`src/rtl/tpf_pkg.sv`:
```
package tpf_pkg;
  localparam logic [15:0] LINK_TYPE = 16'h1001;
  localparam logic [15:0] LINK_SIZE = 16'd12;

  typedef enum logic [2:0] {S_HOLD, S_WAIT, S_RSP, S_OUT, S_ERR} wstate_t;
  typedef enum logic [1:0] {P_HDR, P_LLO, P_LHI, P_DAT} phase_t;
endpackage

```
`src/rtl/tpf_pend_ctr.sv`:
```
module tpf_pend_ctr #(
  parameter int CNT_W = 16
) (
  input  logic             clk,
  input  logic             rst,
  input  logic             clr,
  input  logic             add_en,
  input  logic [31:0]      add_val,
  input  logic             dec,
  output logic             nz
);
  localparam logic [32:0] MAXV = 33'((64'd1 << CNT_W) - 64'd1);

  logic [CNT_W-1:0] count;
  logic [32:0]      wide;

  always_comb begin
    wide = 33'(count) + (add_en ? {1'b0, add_val} : 33'd0) - 33'(dec);
  end

  always_ff @(posedge clk) begin
    if (rst || clr)     count <= '0;
    else if (wide > MAXV) count <= MAXV[CNT_W-1:0];
    else                count <= wide[CNT_W-1:0];
  end

  assign nz = (count != '0);
endmodule

```
`src/rtl/tpf_hdr_chk.sv`:
```
module tpf_hdr_chk
  import tpf_pkg::*;
#(
  parameter int PG_W = 11
) (
  input  logic [31:0]     hdr,
  input  logic [PG_W-1:0] offset,
  output logic            is_link,
  output logic            bad,
  output logic [16:0]     rsize,
  output logic [14:0]     nwords
);
  localparam logic [17:0] PAGE_END = 18'(2 ** PG_W);

  logic [15:0] sz;
  logic [15:0] typ;
  logic [17:0] end_pos;

  assign sz      = hdr[15:0];
  assign typ     = hdr[31:16];
  assign rsize   = ({1'b0, sz} + 17'd3) & ~17'd3;
  assign nwords  = rsize[16:2];
  assign end_pos = 18'(offset) + {1'b0, rsize};
  assign is_link = (typ == LINK_TYPE);
  assign bad     = (sz == 16'd0) || (end_pos > PAGE_END) ||
                   (is_link && (sz != LINK_SIZE));
endmodule

```
`src/rtl/tpf_walker.sv`:
```
module tpf_walker
  import tpf_pkg::*;
#(
  parameter int ADDR_W     = 64,
  parameter int PAGE_BYTES = 2048
) (
  input  logic              clk,
  input  logic              rst,
  input  logic              hold,
  input  logic [ADDR_W-1:0] base,
  input  logic              pend_nz,
  output logic              dec,
  output logic              mem_req,
  output logic [ADDR_W-1:0] mem_addr,
  input  logic              mem_rvalid,
  input  logic [31:0]       mem_rdata,
  output logic              tx_valid,
  input  logic              tx_ready,
  output logic [31:0]       tx_data,
  output logic              tx_sop,
  output logic              tx_eop,
  output logic              link_evt,
  output logic              fetch_err
);
  localparam int PG_W = $clog2(PAGE_BYTES);

  wstate_t           state;
  phase_t            phase;
  logic [ADDR_W-1:0] ptr;
  logic [14:0]       widx;
  logic [14:0]       nwords_q;
  logic [16:0]       rsize_q;
  logic [31:0]       lo_q;
  logic [63:0]       lnk_addr;

  logic              h_link, h_bad;
  logic [16:0]       h_rsize;
  logic [14:0]       h_nwords;

  tpf_hdr_chk #(.PG_W(PG_W)) i_chk (
    .hdr(mem_rdata), .offset(ptr[PG_W-1:0]),
    .is_link(h_link), .bad(h_bad), .rsize(h_rsize), .nwords(h_nwords)
  );

  assign lnk_addr = {mem_rdata, lo_q};
  assign dec = (state == S_OUT) && tx_valid && tx_ready && tx_eop;

  always_ff @(posedge clk) begin
    if (rst || hold) begin
      state     <= S_HOLD;
      phase     <= P_HDR;
      mem_req   <= 1'b0;
      mem_addr  <= '0;
      tx_valid  <= 1'b0;
      tx_data   <= '0;
      tx_sop    <= 1'b0;
      tx_eop    <= 1'b0;
      link_evt  <= 1'b0;
      fetch_err <= 1'b0;
      ptr       <= '0;
      widx      <= '0;
      nwords_q  <= '0;
      rsize_q   <= '0;
      lo_q      <= '0;
    end else begin
      mem_req  <= 1'b0;
      link_evt <= 1'b0;
      case (state)
        S_HOLD: begin
          ptr   <= base;
          state <= S_WAIT;
        end
        S_WAIT: begin
          if (pend_nz) begin
            mem_req  <= 1'b1;
            mem_addr <= ptr;
            phase    <= P_HDR;
            state    <= S_RSP;
          end
        end
        S_RSP: begin
          if (mem_rvalid) begin
            case (phase)
              P_HDR: begin
                if (h_bad) begin
                  fetch_err <= 1'b1;
                  state     <= S_ERR;
                end else if (h_link) begin
                  mem_req  <= 1'b1;
                  mem_addr <= ptr + ADDR_W'(4);
                  phase    <= P_LLO;
                end else begin
                  tx_valid <= 1'b1;
                  tx_data  <= mem_rdata;
                  tx_sop   <= 1'b1;
                  tx_eop   <= (h_nwords == 15'd1);
                  rsize_q  <= h_rsize;
                  nwords_q <= h_nwords;
                  widx     <= 15'd1;
                  state    <= S_OUT;
                end
              end
              P_LLO: begin
                lo_q     <= mem_rdata;
                mem_req  <= 1'b1;
                mem_addr <= ptr + ADDR_W'(8);
                phase    <= P_LHI;
              end
              P_LHI: begin
                ptr      <= lnk_addr[ADDR_W-1:0];
                link_evt <= 1'b1;
                state    <= S_WAIT;
              end
              default: begin
                tx_valid <= 1'b1;
                tx_data  <= mem_rdata;
                tx_sop   <= 1'b0;
                tx_eop   <= (widx == nwords_q - 15'd1);
                widx     <= widx + 15'd1;
                state    <= S_OUT;
              end
            endcase
          end
        end
        S_OUT: begin
          if (tx_ready) begin
            tx_valid <= 1'b0;
            if (tx_eop) begin
              ptr   <= ptr + ADDR_W'(rsize_q);
              state <= S_WAIT;
            end else begin
              mem_req  <= 1'b1;
              mem_addr <= ptr + ADDR_W'({widx, 2'b00});
              phase    <= P_DAT;
              state    <= S_RSP;
            end
          end
        end
        default: state <= S_ERR;
      endcase
    end
  end
endmodule

```
`src/rtl/tpf_fetch.sv`:
```
module tpf_fetch #(
  parameter int ADDR_W     = 64,
  parameter int PAGE_BYTES = 2048,
  parameter int CNT_W      = 16
) (
  input  logic              clk,
  input  logic              rst,
  input  logic              tx_hold,
  input  logic              cfg_we,
  input  logic              cfg_hi,
  input  logic [31:0]       cfg_data,
  input  logic              db_we,
  input  logic [31:0]       db_data,
  output logic              mem_req,
  output logic [ADDR_W-1:0] mem_addr,
  input  logic              mem_rvalid,
  input  logic [31:0]       mem_rdata,
  output logic              tx_valid,
  input  logic              tx_ready,
  output logic [31:0]       tx_data,
  output logic              tx_sop,
  output logic              tx_eop,
  output logic              link_evt,
  output logic              fetch_err
);
  logic [63:0] base_q;
  logic        pend_nz;
  logic        dec;

  always_ff @(posedge clk) begin
    if (rst) base_q <= '0;
    else if (cfg_we) begin
      if (cfg_hi) base_q[63:32] <= cfg_data;
      else        base_q[31:0]  <= cfg_data;
    end
  end

  tpf_pend_ctr #(.CNT_W(CNT_W)) i_pend (
    .clk(clk), .rst(rst), .clr(tx_hold),
    .add_en(db_we), .add_val(db_data), .dec(dec), .nz(pend_nz)
  );

  tpf_walker #(.ADDR_W(ADDR_W), .PAGE_BYTES(PAGE_BYTES)) i_walk (
    .clk(clk), .rst(rst), .hold(tx_hold), .base(base_q[ADDR_W-1:0]),
    .pend_nz(pend_nz), .dec(dec),
    .mem_req(mem_req), .mem_addr(mem_addr),
    .mem_rvalid(mem_rvalid), .mem_rdata(mem_rdata),
    .tx_valid(tx_valid), .tx_ready(tx_ready), .tx_data(tx_data),
    .tx_sop(tx_sop), .tx_eop(tx_eop),
    .link_evt(link_evt), .fetch_err(fetch_err)
  );
endmodule

```
`config.mk`:
```
export PLATFORM = sky130hd
export DESIGN_NAME = tpf_fetch
export DESIGN_NICKNAME = d
export VERILOG_FILES = /design/src/rtl/tpf_pkg.sv /design/src/rtl/tpf_pend_ctr.sv /design/src/rtl/tpf_hdr_chk.sv /design/src/rtl/tpf_walker.sv /design/src/rtl/tpf_fetch.sv
export SDC_FILE = /design/constraint.sdc
export NUM_CORES = 1
export LEC_CHECK = 0
export BUFFER_PORTS_ARGS = -buffer_cell sky130_fd_sc_hd__buf_4
export CAP_MARGIN = 20
export CORE_MARGIN = 3
export CORE_UTILIZATION = 44
export DETAILED_ROUTE_END_ITERATION = 8
export SYNTH_ARGS = -nofsm -noshare
export SYNTH_HDL_FRONTEND = slang
export SYNTH_SLANG_ARGS = --single-unit
```
`constraint.sdc`:
```
create_clock -name clk -period 4.7 [get_ports clk]
set_clock_uncertainty 0.2 [all_clocks]
set_input_delay 0.47 -clock clk [delete_from_list [all_inputs] [get_ports clk]]
set_output_delay 0.47 -clock clk [all_outputs]
set_load 0.02 [all_outputs]
```
* After elaboration in Yosys (flattened, before gate mapping)
Index checks and enable logic that the tools add are counted.
Widths: inputs -> output; s select.
** Storage, ports and cells
- Register bits :: 313
- Latch bits :: 0
- RAM bits :: 0
- ROM bits :: 0
- Input bits :: 104
- Output and inout bits :: 102
- Word-level logic and storage cells :: 141
- Memories :: 0
** Cells by class
- Add/subtract/negate cells :: 10
- $mul :: 0
- Div/mod/pow operators :: 0
- $lt $le $gt $ge :: 2
- Eq/ne operators :: 24
- Shift-type cells :: 0
- Mux-type cells :: 56
- Bitwise gates (word level) :: 6
- Reduce and logical (&&, ||, !) cells :: 26
** Operator list (count)
- $mux 64 :: 10
- $pmux 64 s3 :: 2
- $add 64x17->64 :: 2
- $pmux 64 s2 :: 1
- $mux 32 :: 3
- $add 64x3->64 const B :: 1
- $add 64x4->64 const B :: 1
- $pmux 32 s2 :: 1
- $add 16x33->33 :: 1
- $gt 33x16->1 const B :: 1
- $sub 33x1->33 :: 1
- $mux 15 :: 2
- $pmux 15 s2 :: 1
- $reduce_and 5->1 :: 4
- $add 11x17->18 :: 1
- $gt 18x12->1 const B :: 1
- $ne 2x2->1 const B :: 9
- $add 16x2->17 const B :: 1
- $eq 16x13->1 const B :: 1
- $logic_not 16->1 :: 1
- $mux 16 :: 1
- $ne 16x4->1 const B :: 1
- $reduce_bool 16->1 :: 1
- $add 15x1->15 const B :: 1
- 34 further kinds :: 75

* Logic depth before layout (Yosys ltp)
- Word-level depth :: 9
- Mapped depth :: 21
- Depth with buffers taken out :: 16

* Modules after synthesis
From an unflattened synthesis, not the netlist that was laid out.
** Second synthesis, totals
- Cell total of the unflattened synthesis :: 2836
- Area, all modules :: 21600.7 um^2
** By module, submodules not included
- tpf_walker :: times used 1, cells an instance 1971, area each 14681.6 um^2, seq. area each 5004.8 um^2
- tpf_pend_ctr :: times used 1, cells an instance 478, area each 3220.6 um^2, seq. area each 320.3 um^2
- tpf_fetch :: times used 1, cells an instance 245, area each 2656.3 um^2, seq. area each 1281.2 um^2
- tpf_hdr_chk :: times used 1, cells an instance 142, area each 1042.2 um^2, seq. area each 0.0 um^2

* Worst setup path after synthesis
No wires, ideal clock.
- Path kind :: flip-flop to flip-flop
- Start :: register i_walk.state[2]
- End :: register i_pend.count[2]
- Setup time :: 132 ps
- Arrival time :: 4340 ps
- Data required time :: 4368 ps
- Setup slack :: 28 ps
- Cell stages (with the launch flop) :: 19
- Buffers on the path :: 5
- Period minus slack after synthesis :: 4672 ps
- Cells stage by stage :: dfxtp_1 -> clkbuf_1 -> nand3b_1 -> clkbuf_1 -> clkbuf_1 -> nor3_1 -> ha_1 -> inv_1 -> ha_1 -> a211oi_1 -> o21bai_1 -> a221oi_1 -> o21ai_0 -> a311o_1 -> o31a_1 -> nor4bb_1 -> clkbuf_1 -> buf_2 -> a21oi_1
** On the way
- Cells in the longest elaborated chain, start to end :: 7
** RTL lines
- from (decl) :: line tpf_walker.sv:27 : wstate_t state;
- from (signal assigned) :: line tpf_walker.sv:50 : state <= S_HOLD;
- from (signal assigned) :: line tpf_walker.sv:71 : state <= S_WAIT;
- from (signal assigned) :: line tpf_walker.sv:78 : state <= S_RSP;
- $eq 3x2->1 (*) :: line tpf_walker.sv:46 : assign dec = (state == S_OUT) && tx_valid && tx_ready && tx_eop;
- $logic_and 1x1->1 (*) (3 in a row) :: line tpf_walker.sv:46
- $sub 33x1->33 (*) :: line tpf_pend_ctr.sv:18 : wide = 33'(count) + (add_en ? {1'b0, add_val} : 33'd0) - 33'(dec);
- $gt 33x16->1 :: line tpf_pend_ctr.sv:23 : else if (wide > MAXV) count <= MAXV[CNT_W-1:0];
- $mux 16 (*) :: line tpf_pend_ctr.sv:23
- to (signal assigned) :: line tpf_pend_ctr.sv:23
- to (signal assigned) :: line tpf_pend_ctr.sv:24 : else count <= wide[CNT_W-1:0];
- to (decl) :: line tpf_pend_ctr.sv:14 : logic [CNT_W-1:0] count;
Mark *: on every way between the ends. The rest lies on a longest branch, timed or not.
A chain may end at the register's enable or synchronous reset.

* Worst setup path in the final report
- Start :: input port mem_rdata[5]
- End :: register i_walk.mem_addr[15]
** On the way
- Cells in the longest elaborated chain, start to end :: 7
- Elaborated cells on any way between the ends :: 10
- Classes of those cells :: 2 x add/sub; 1 x order compare; 2 x eq/ne; 5 x reduce/logical
** RTL lines
- from (decl) :: line tpf_fetch.sv:17 : input logic [31:0] mem_rdata,
- $add 16x2->17 :: line tpf_hdr_chk.sv:21 : assign rsize = ({1'b0, sz} + 17'd3) & ~17'd3;
- net i_walk.h_nwords[3] :: line tpf_walker.sv:38 : logic [14:0] h_nwords;
- $add 11x17->18 :: line tpf_hdr_chk.sv:23 : assign end_pos = 18'(offset) + {1'b0, rsize};
- $gt 18x12->1 :: line tpf_hdr_chk.sv:25 : assign bad = (sz == 16'd0) || (end_pos > PAGE_END) ||
- $logic_or 1x1->1 (2 in a row) :: line tpf_hdr_chk.sv:25
- $ne 3x3->1 (no source line)
- $reduce_and 8->1 (no source line)
- to (signal assigned) :: line tpf_walker.sv:76 : mem_addr <= ptr;
- to (signal assigned) :: line tpf_walker.sv:90 : mem_addr <= ptr + ADDR_W'(4);
- to (signal assigned) :: line tpf_walker.sv:106 : mem_addr <= ptr + ADDR_W'(8);
- to (decl) :: line tpf_walker.sv:14 : output logic [ADDR_W-1:0] mem_addr,
The timed path passes the listed nets, and every way through them passes these cells.

==> qor.txt <==
Drt wl/cell: 21.6 um
Design area: 23800 um2
Total Routed Length: 75.2 mm
Max frequency: 225 MHz
#FFs+latches synth: 313
Tmin final: 4.45 ns
CTS root buf: clkbuf_16
Worst VDD drop: 0.292 mV
CP max FO: 11
Clock latency on the worst-skew pair: 0.58 ns
Setup Buffers After CTS: 0
Clk sinks: 313
Post-synthesis sequential area ratio: 0.315
Leakage: 9.24 nW
Unrepaired setup endpoints after global routing: no
Total gr overflow: 0
Port bufs: 205
Vias in the first global route: 19.6k
CORE AREA: 44400 um2
H-tree depth: 2
CTS Buf Count: 38
Initial antenna violation count: 0
Floorplan row count: 77
Die Area: 47700 um2
Detail Route Antenna Nets: 0
Area grow syn2layout: 19.8%
CP Launch Type: input port
Placed cell count: 3363
Final-report setup violation count: 0
Hold Path Class: input port to flop
Layout net count: 3062
Place WS: -0.169 ns
Placer congestion estimate: 0.976
Final Slew Violations: 0
Finished Core Util: 0.536
Avg Cell Area, Syn: 7.41 um2
Worst Max-Slew Pin Slew: 1.10 ns
Fillers: 4322
Syn Nets: 2881
Residual DRC: 0
Req. time, crit path: 4.92 ns
Antenna diodes: 0
Fin crit share: 0.947
Distinct cell type count after synthesis: 81
Dpl cell area: 22100 um2
Yosys warning count: 0
EDFF count, synth: 0
Synth Flop Type: dfxtp_1
Final setup margin: 0.247 ns
Fin cells: 3476
Hold slack final: 0.0310 ns
Vias/cell: 6.04
Starting density of the core: 0.447
Max Cap Viol: 0
Clock buffer depth: 3
Commonest non-fill, non-tap cells in the layout: nand2_1, a21oi_1, dfxtp_1, buf_4, o21ai_0
Fin. Hold Viols: 0
Total vias in the final route: 21.0k
FFs w/ async S/R, synth: 0
DP Wirelength: 54.8 mm
Setup TNS: 0 ns
Drt first pass iters: 5
Pwr/cell area: 286 nW/um2
# IOs: 206
Drt first-iter violations: 2226
PnR Total Power: 6.79 mW
Die height: 218 um
Die Width: 218 um
Layout cell share with drive strength beyond 1: 0.133
First-pass GRT wire length: 115 mm
Mapped cell area: 19900 um2
Largest net degree at the start of global routing: 76
Relative slew slack: 0.263
WP data arrival: 4.67 ns
Status: completed
Worst-path clk slew: 0.06 ns
CP endpoint kind: flop
Setup CP Type: input port to flop
Gr usage total: 0.307
CTS tree: done
Commonest non-fill, non-tap cell in the layout: nand2_1
Cells after Synth: 2679
-- final timing paths --
check                      startpoint             endpoint  depth (start not counted)  slack [ns]
setup / recovery         mem_rdata[5]  i_walk.mem_addr[15]                         15        0.25
hold / removal          mem_rdata[29]   i_walk.tx_data[29]                          3        0.03
setup reg to reg        i_walk.ptr[3]  i_walk.mem_addr[15]                         13        0.29
hold reg to reg   i_walk.mem_addr[47]  i_walk.mem_addr[47]                          2        0.25
-- routing by layer --
| metal | track usage | wire, um |
|---|---|---|
| met2 | 0.482 | 33400 |
| met3 | 0.0473 | 6630 |
| met4 | 0.114 | 2670 |
| met5 | 0 | 0 |
| met1 | 0.428 | 32500 |
-- timing repair --
item | 4_1_cts | 5_1_grt
hold buffers | 49 | 0
hold endpoints to repair | 87 | 0
gates resized for setup | 0 | 4
setup endpoints to repair | 0 | 77
-- power breakdown --
part           switching [mW]  internal, mW  leakage [nW]
Clock                    1.21          1.65         0.581
Combinational           0.705         0.448          6.12
Sequential             0.0626          2.72          2.54
-- layout make-up --
cell class | instances | area, um2 | share of cell area
clock inverters | 11 | 116 | 0.00489
repair buffers | 335 | 2680 | 0.112
well taps | 592 | 741 | 0.0311
clock buffers | 53 | 1070 | 0.0449
multi-input cells | 2054 | 12500 | 0.525
inverters | 118 | 443 | 0.0186
flip-flops and latches | 313 | 6270 | 0.263
-- synthesized netlist by cell type (all sizes together), types with 6 or more instances --
cell type / instances / area, um2
or4: 15 / 113
a211oi: 29 / 218
a2111oi: 7 / 61.3
nand3: 99 / 495
o31ai: 20 / 155
nand2b: 11 / 68.8
or2: 7 / 43.8
a311oi: 7 / 61.3
o21a: 18 / 135
a21o: 35 / 263
xnor2: 84 / 736
nand3b: 6 / 45.0
o31a: 15 / 131
and2: 19 / 119
ha: 94 / 1180
o21ai: 182 / 911
o311ai: 9 / 78.8
o21bai: 10 / 75.1
a41o: 6 / 60.1
a32o: 12 / 120
dfxtp: 313 / 6270
o41ai: 10 / 106
or3: 26 / 163
clkbuf: 169 / 634
o221ai: 7 / 61.3
nor3: 56 / 280
and3: 54 / 338
o2111ai: 11 / 96.3
o211ai: 46 / 359
a31oi: 12 / 75.1
inv: 118 / 443
nand4: 41 / 257
nor2: 145 / 544
nor4: 31 / 200
mux2i: 24 / 240
nor2b: 22 / 138
nand2: 394 / 1480
buf: 25 / 116
a21oi: 362 / 1810
a21boi: 7 / 52.6
xor2: 46 / 403
-- sequential cells by signal, indices dropped and copies added, names as in the netlist --
signal and count:
base_q 64, i_walk.mem_addr 64, i_walk.ptr 64, i_walk.lo_q 32
i_walk.tx_data 32, i_pend.count 16, i_walk.nwords_q 15, i_walk.widx 15
i_walk.state 3, i_walk.phase 2, i_walk.fetch_err 1, i_walk.link_evt 1
i_walk.mem_req 1, i_walk.tx_eop 1, i_walk.tx_sop 1, i_walk.tx_valid 1
-- kinds of logic after synthesis --
family                   synth area share
AO/OA/AOI/OAI                       0.262
XOR/XNOR                           0.0573
adder cells (fa/ha/maj)            0.0637
buffers and inverters              0.0601
flip-flops                          0.315
multiplexers                       0.0155
AND/OR/NAND/NOR                     0.226
-- worst max-delay path, cell delays in order --
cell           delay (ns)
dlygate4sd3_1        0.54
buf_4                0.18
xnor2_1              0.39
ha_1                 0.35
o211a_1              0.23
o31a_1               0.16
or3_1                0.32
a221o_1              0.36
o41ai_4              0.41
buf_4                0.18
nand3_1              0.19
a21o_1               0.32
buf_4                0.20
a211oi_1             0.29
nor3_1               0.08
No activity file was read; power rests on OpenSTA's default activity.
